===== config.mk =====
export PLATFORM = sky130hd
export DESIGN_NAME = fec_lane_stat_mux
export DESIGN_NICKNAME = d
export VERILOG_FILES = /design/src/rtl/fec_stat_pkg.sv /design/src/rtl/slot_ctr.sv /design/src/rtl/stat_slot_ser.sv /design/src/rtl/fec_lane_stat_mux.sv
export SDC_FILE = /design/constraint.sdc
export NUM_CORES = 2
export LEC_CHECK = 0
export ABC_AREA = 1
export CAP_MARGIN = 20
export CELL_PAD_IN_SITES_DETAIL_PLACEMENT = 1
export CELL_PAD_IN_SITES_GLOBAL_PLACEMENT = 2
export CORE_MARGIN = 8
export CORE_UTILIZATION = 31
export CTS_CLUSTER_DIAMETER = 120
export DETAILED_ROUTE_END_ITERATION = 10
export DONT_BUFFER_PORTS = 1
export PLACE_DENSITY_LB_ADDON = 0.1
export SYNTH_ARGS = -nofsm -noshare
export SYNTH_HDL_FRONTEND = slang
export SYNTH_HIERARCHICAL = 1
export SYNTH_SLANG_ARGS = --single-unit

===== constraint.sdc =====
create_clock -name clk -period 5.7 [get_ports clk]
set_clock_uncertainty 0.2 [all_clocks]
set_input_delay 0.57 -clock clk [delete_from_list [all_inputs] [get_ports clk]]
set_output_delay 0.57 -clock clk [all_outputs]
set_load 0.01 [all_outputs]

===== src/rtl/fec_stat_pkg.sv =====
package fec_stat_pkg;
   localparam int unsigned DEF_INST  = 6;
   localparam int unsigned DEF_LANE  = 4;
   localparam int unsigned DEF_MAP_W = 2;
   localparam int unsigned DEF_DLY_W = 15;

   // width of a counter that holds 0 .. n-1
   function automatic int unsigned slot_bits(input int unsigned n);
      return (n < 2) ? 1 : $clog2(n);
   endfunction
endpackage


===== src/rtl/slot_ctr.sv =====
module slot_ctr
   import fec_stat_pkg::*;
#(
   parameter int unsigned PERIOD = 6,
   parameter int unsigned W      = slot_bits(PERIOD)
) (
   input  logic         clk,
   input  logic         rst_n,
   output logic [W-1:0] slot,
   output logic         first
);
   localparam logic [W-1:0] LAST = W'(PERIOD - 1);

   if (PERIOD < 2) begin : g_bad_period
      $error("slot_ctr: PERIOD must be at least 2");
   end

   always_ff @(posedge clk or negedge rst_n) begin
      if (!rst_n)            slot <= '0;
      else if (slot == LAST) slot <= '0;
      else                   slot <= slot + 1'b1;
   end

   assign first = (slot == '0);
endmodule


===== src/rtl/stat_slot_ser.sv =====
module stat_slot_ser
   import fec_stat_pkg::*;
#(
   parameter int unsigned N_ELEM = 6,
   parameter int unsigned ELEM_W = 8
) (
   input  logic                     clk,
   input  logic                     rst_n,
   input  logic                     en,
   input  logic [N_ELEM*ELEM_W-1:0] par_in,
   output logic [ELEM_W-1:0]        bus,
   output logic                     sync
);
   localparam int unsigned SW    = slot_bits(N_ELEM);
   localparam int unsigned SH_W  = (N_ELEM - 1) * ELEM_W;

   if (N_ELEM < 2) begin : g_bad_elem
      $error("stat_slot_ser: N_ELEM must be at least 2");
   end
   if (ELEM_W < 1) begin : g_bad_width
      $error("stat_slot_ser: ELEM_W must be at least 1");
   end

   logic [SW-1:0]     slot;
   logic              first;
   logic [SH_W-1:0]   shadow;
   logic [ELEM_W-1:0] sel;
   logic [ELEM_W-1:0] bus_q;
   logic              sync_q;
   int unsigned       idx;

   slot_ctr #(.PERIOD(N_ELEM), .W(SW)) u_ctr (
      .clk   (clk),
      .rst_n (rst_n),
      .slot  (slot),
      .first (first)
   );

   // element 0 goes straight out; elements 1..N-1 are kept for the round
   always_ff @(posedge clk or negedge rst_n) begin
      if (!rst_n)     shadow <= '0;
      else if (first) shadow <= par_in[N_ELEM*ELEM_W-1:ELEM_W];
   end

   always_comb begin
      idx = first ? 0 : (int'(slot) - 1);
      if (first) sel = par_in[ELEM_W-1:0];
      else       sel = shadow[idx*ELEM_W +: ELEM_W];
   end

   always_ff @(posedge clk or negedge rst_n) begin
      if (!rst_n) begin
         bus_q  <= '0;
         sync_q <= 1'b0;
      end else begin
         bus_q  <= sel;
         sync_q <= first;
      end
   end

   assign bus  = en ? bus_q : '0;
   assign sync = en & sync_q;
endmodule


===== src/rtl/fec_lane_stat_mux.sv =====
module fec_lane_stat_mux
   import fec_stat_pkg::*;
#(
   parameter int unsigned N_INST = DEF_INST,
   parameter int unsigned N_LANE = DEF_LANE,
   parameter int unsigned MAP_W  = DEF_MAP_W,
   parameter int unsigned DLY_W  = DEF_DLY_W,
   localparam int unsigned WORD_W = N_LANE * MAP_W,
   localparam int unsigned N_DLY  = N_INST * N_LANE
) (
   input  logic                      clk,
   input  logic                      rst_n,
   input  logic                      enable,
   input  logic [N_INST*WORD_W-1:0]  map_in,
   input  logic [N_DLY*DLY_W-1:0]    dly_in,
   output logic [WORD_W-1:0]         map_bus,
   output logic                      map_sync,
   output logic [DLY_W-1:0]          dly_bus,
   output logic                      dly_sync
);
   if (N_INST < 2) begin : g_bad_inst
      $error("fec_lane_stat_mux: N_INST must be at least 2");
   end
   if (MAP_W < 1 || DLY_W < 1 || N_LANE < 1) begin : g_bad_fields
      $error("fec_lane_stat_mux: field widths and lane count must be nonzero");
   end

   // assemble one word per instance, lane L in field L
   logic [N_INST*WORD_W-1:0] map_words;
   for (genvar i = 0; i < N_INST; i++) begin : g_inst
      for (genvar l = 0; l < N_LANE; l++) begin : g_lane
         assign map_words[i*WORD_W + l*MAP_W +: MAP_W] =
                map_in[(i*N_LANE + l)*MAP_W +: MAP_W];
      end
   end

   stat_slot_ser #(.N_ELEM(N_INST), .ELEM_W(WORD_W)) u_map_ser (
      .clk    (clk),
      .rst_n  (rst_n),
      .en     (enable),
      .par_in (map_words),
      .bus    (map_bus),
      .sync   (map_sync)
   );

   stat_slot_ser #(.N_ELEM(N_DLY), .ELEM_W(DLY_W)) u_dly_ser (
      .clk    (clk),
      .rst_n  (rst_n),
      .en     (enable),
      .par_in (dly_in),
      .bus    (dly_bus),
      .sync   (dly_sync)
   );
endmodule


==> impl_results.md <==
* Switching power at 2293 uW
* Slowest cell on the critical path: fa_4
* Critical path capture point type: flip-flop
* Pleak at 0.01993 uW
* Storage cell area at 0.01046 mm^2
* Row cnt at 126
* Antenna Nets Post-Route at 0
* Die Width at roughly 360 um
* Synthesized cell area at 0.03680 mm^2
* EDFF count, synth at 0
* CTS buffer count at just over 50
* Hold_buf cts at 405
* Max Cap Violations at 0
* Critical path data arrival time at 5930 ps
* 1st-iter DRT viols at 5,645
* Slew Viols, Final at 0
* TNS Setup at 0 ps
* Via count at 46,470
* Total Wirelength at about 220,000 um
* Clk slew on worst S/H paths at 60 ps
* GRT overflow at 0
* Critical Path RT at slightly above 6000 ps
* Register area share after synthesis at 28.43%
* H-tree levels at 2
* Final net count at 6,685
* #FFs+latches synth at 418
* Final Cycle Share at 97.30%
* Util after Layout at between 30% and 40%
* DR DRC count at 0
* DP Wirelength at 162,900 um
* Max Fclk at 180.3 MHz
* Share of cells above drive strength 1 at 4.196%
* Area contributors post-synth: dfrtp_1 (28%), nand3_1 (23%), nand2_1 (23%)
* Async SR Flop Fraction at between 90% and 100%
* Delay of the slowest cell on the worst path at between 900 and 1000 ps
* Largest net degree at the start of global routing at about 420
* Layout fillers at 15,340
* Initial Util at 31.20%
* Yosys top cell area share at 28.43%
* Cell Chain, Critical Path: inv_1 > ha_1 > nand2_1 > nor2_4 > nor3_1 > fa_1 > fa_1 > inv_1 > fa_4 > inv_4 > buf_12 > nand3_1 > nand3_1 > a21oi_1 > nand3_1 > nand2_1 > nand2_1 > nand3_1 > nand2_1 > nand2_1 > nand2_1
* Area growth syn-to-layout at 18.44%
* CTS Root Buffer Type: clkbuf_16
* Final Hold Fails at between 400 and 500
* Critical path type: reg -> reg
* Setup-failing EPs final at 0
* Initial antenna violation count at 12
* WL/cell at 28.30 um
* # clock sinks at around 420
* Crit path max fanout at 112
* Clock latency on the worst-skew pair at roughly 650 ps
* Fin cells at 7,834
* Failing checks: negative hold slack
* Vias in the first global route at 46,000
* Multi-input logic area at approximately 0.023 mm^2
* Most frequent CP cell: nand2_1
* Cells after Synth at 6,186
* Max IR drop VDD at 0.0002148 V
* Tightest Pin Transition at 1438 ps
* Tmin final at 5546 ps
* # IOs at ~440
* Internal power at 5406 uW
* Worst Hold Class: in -> async
* Placer Congestion at 0.9722
* Worst rel slew slack at 4.115%
* Clock Power Share at 43.3%
* Synthesized net count at 6,619
* CTS tree: yes
* Net Sw Frac at between 20 and 30%
* IO Port Bufs at 0
* Primary FF master, synth: dfrtp_1
* WHS at -576.5 ps
* Most area-hungry cell type in the Yosys netlist: dfrtp_1
* Clock Tree Buf Depth at 3
* First-pass GRT wire length at 324,800 um
* Outcome: complete, but fails checks
* Yosys warns at 6
* Gr usage total at 32.56%
* Vias per Instance at 5.932
* Die H at 360.5 um
* Placeable Area at 0.1179 mm^2
* DP Cell Count at 7,328
* Post-Syn Area per Cell at 5.948 um^2
* Comb pwr share at 13.4%
* RSZ-0062 raised after global routing: no
* Sequential Power Share at 43.3%
* Drt first pass iters at 5
* Pwr/cell area at 176.7 mW/mm^2
* Yosys cell types at 53
* Worst Setup Start Kind: flip-flop
* Die area at 0.1300 mm^2
-- timing repair --
item	in CTS	in global routing
resized for setup	0	2
endpoints found under the hold margin	823	418
endpoints found under the setup margin	0	14
setup buffers	0	2
-- final timing paths --
check                                         from                    end  slack (ps)  cells after the start
max                        u_dly_ser/u_ctr/slot[0]     u_dly_ser/bus_q[7]         150                     21
max reg2reg                u_dly_ser/u_ctr/slot[0]     u_dly_ser/bus_q[7]         150                     21
min reg2reg                   u_map_ser/shadow[27]   u_map_ser/shadow[27]         270                      2
min in group clk                         dly_in[8]     u_dly_ser/bus_q[8]          50                      4
min                                          rst_n   u_map_ser/shadow[25]        -580                      0
max in group asynchronous                    rst_n  u_dly_ser/shadow[208]        4720                      0
-- power by group through the flow --
stage	sequential, uW	clock [uW]	combinational, uW
after global placement	3360	0	740
after CTS	3310	3430	1000
final	3330	3330	1030
after floorplan	3240	0	492
after global routing	3330	3520	1120
after detailed placement	3360	0	749
-- cells in the final DEF (no fill, tap or decap), drive strengths merged, types with 11 or more instances in the layout --
master       Yosys  layout
clkbuf         241      77
nand4          177     177
nor2           159     159
nand2         2215    2215
clkinv           1      12
o21ai          512     512
nand3         1684    1684
o211ai          73      73
nor3            11      11
dfrtp          418     418
ha              13      13
buf            285     134
dlygate4sd3      0     405
inv            197     198
a21oi          131     131
a31oi           12      12
-- state kept, by name, summed over array words and instances (netlist names) --
register,flops
u_map_ser/shadow,40
u_map_ser/sync_q,1
u_map_ser/bus_q,8
u_dly_ser/u_ctr/slot,5
u_dly_ser/bus_q,15
u_map_ser/u_ctr/slot,3
u_dly_ser/sync_q,1
u_dly_ser/shadow,345
-- layer usage --
metal	part of all wire (%)	wire length, um	global-route usage [%]	up-vias
li1	-	-	-	21060
met4	1.6	3438	5.001	10
met1	49	107600	50.29	23310
met3	9.2	20350	7.701	188
met5	0.030	66	0	-
met2	41	90260	46.08	1900
-- Yosys cell counts, types with 2 or more instances --
cell type,instances
a211oi_1,5
a21oi_1,130
a31oi_1,12
a32oi_1,4
and2_1,2
buf_1,104
buf_2,137
buf_4,26
buf_6,18
clkbuf_1,241
dfrtp_1,418
fa_1,9
ha_1,13
inv_1,183
inv_2,12
inv_4,2
nand2_1,2210
nand2_2,4
nand3_1,1682
nand3_2,2
nand3b_1,4
nand4_1,176
nor2_1,148
nor2_2,6
nor2_4,4
nor3_1,9
o211ai_1,73
o21a_1,7
o21ai_0,450
o21ai_1,62
o31ai_1,2
or2_1,7
or2_2,2
xor2_1,2
xor2_2,2
-- layout make-up --
class | instances | area share (%)
antenna | 7 | 0.04019
sequential | 418 | 24.01
clock inverter | 15 | 0.4450
clock buffer | 77 | 3.359
multi-input combinational | 5044 | 53.43
tap | 1536 | 4.410
timing repair buffer | 539 | 12.53
inverter | 198 | 1.780
-- critical path: cells and delay by family (launching register included) --
family | cells | cell delay, ps
AO/OA/AOI/OAI | 1 | 230
buffers and inverters | 4 | 420
AND/OR/NAND/NOR | 12 | 1650
adder cells (fa/ha/maj) | 4 | 2290
flip-flops | 1 | 430
-- kinds of logic (layout without fill, tap and decap cells) --
kind of cell | after synthesis | after routing | share of synthesized area [%]
AOI/OAI and AO/OA | 754 | 754 | 11.00
muxes | 1 | 1 | 0.02720
xor gates and xnor gates | 6 | 6 | 0.2346
other | 0 | 7 | 0
buffers and inverters | 724 | 829 | 8.501
and+or+nand+nor | 4261 | 4261 | 50.88
DFF | 418 | 418 | 28.43
adders and majority gates | 22 | 22 | 0.9317
-- stage by stage --
stage	setup WS (ps)	power (uW)	instance area, um^2
final	154.0	7699	43580
after global routing	7.809	7983	43580
after CTS	116.6	7742	43530
after detailed placement	137.2	4114	37820
after global placement	158.0	4102	37820
after floorplan	78.55	3731	36800
(Power assumes the default switching activity.)
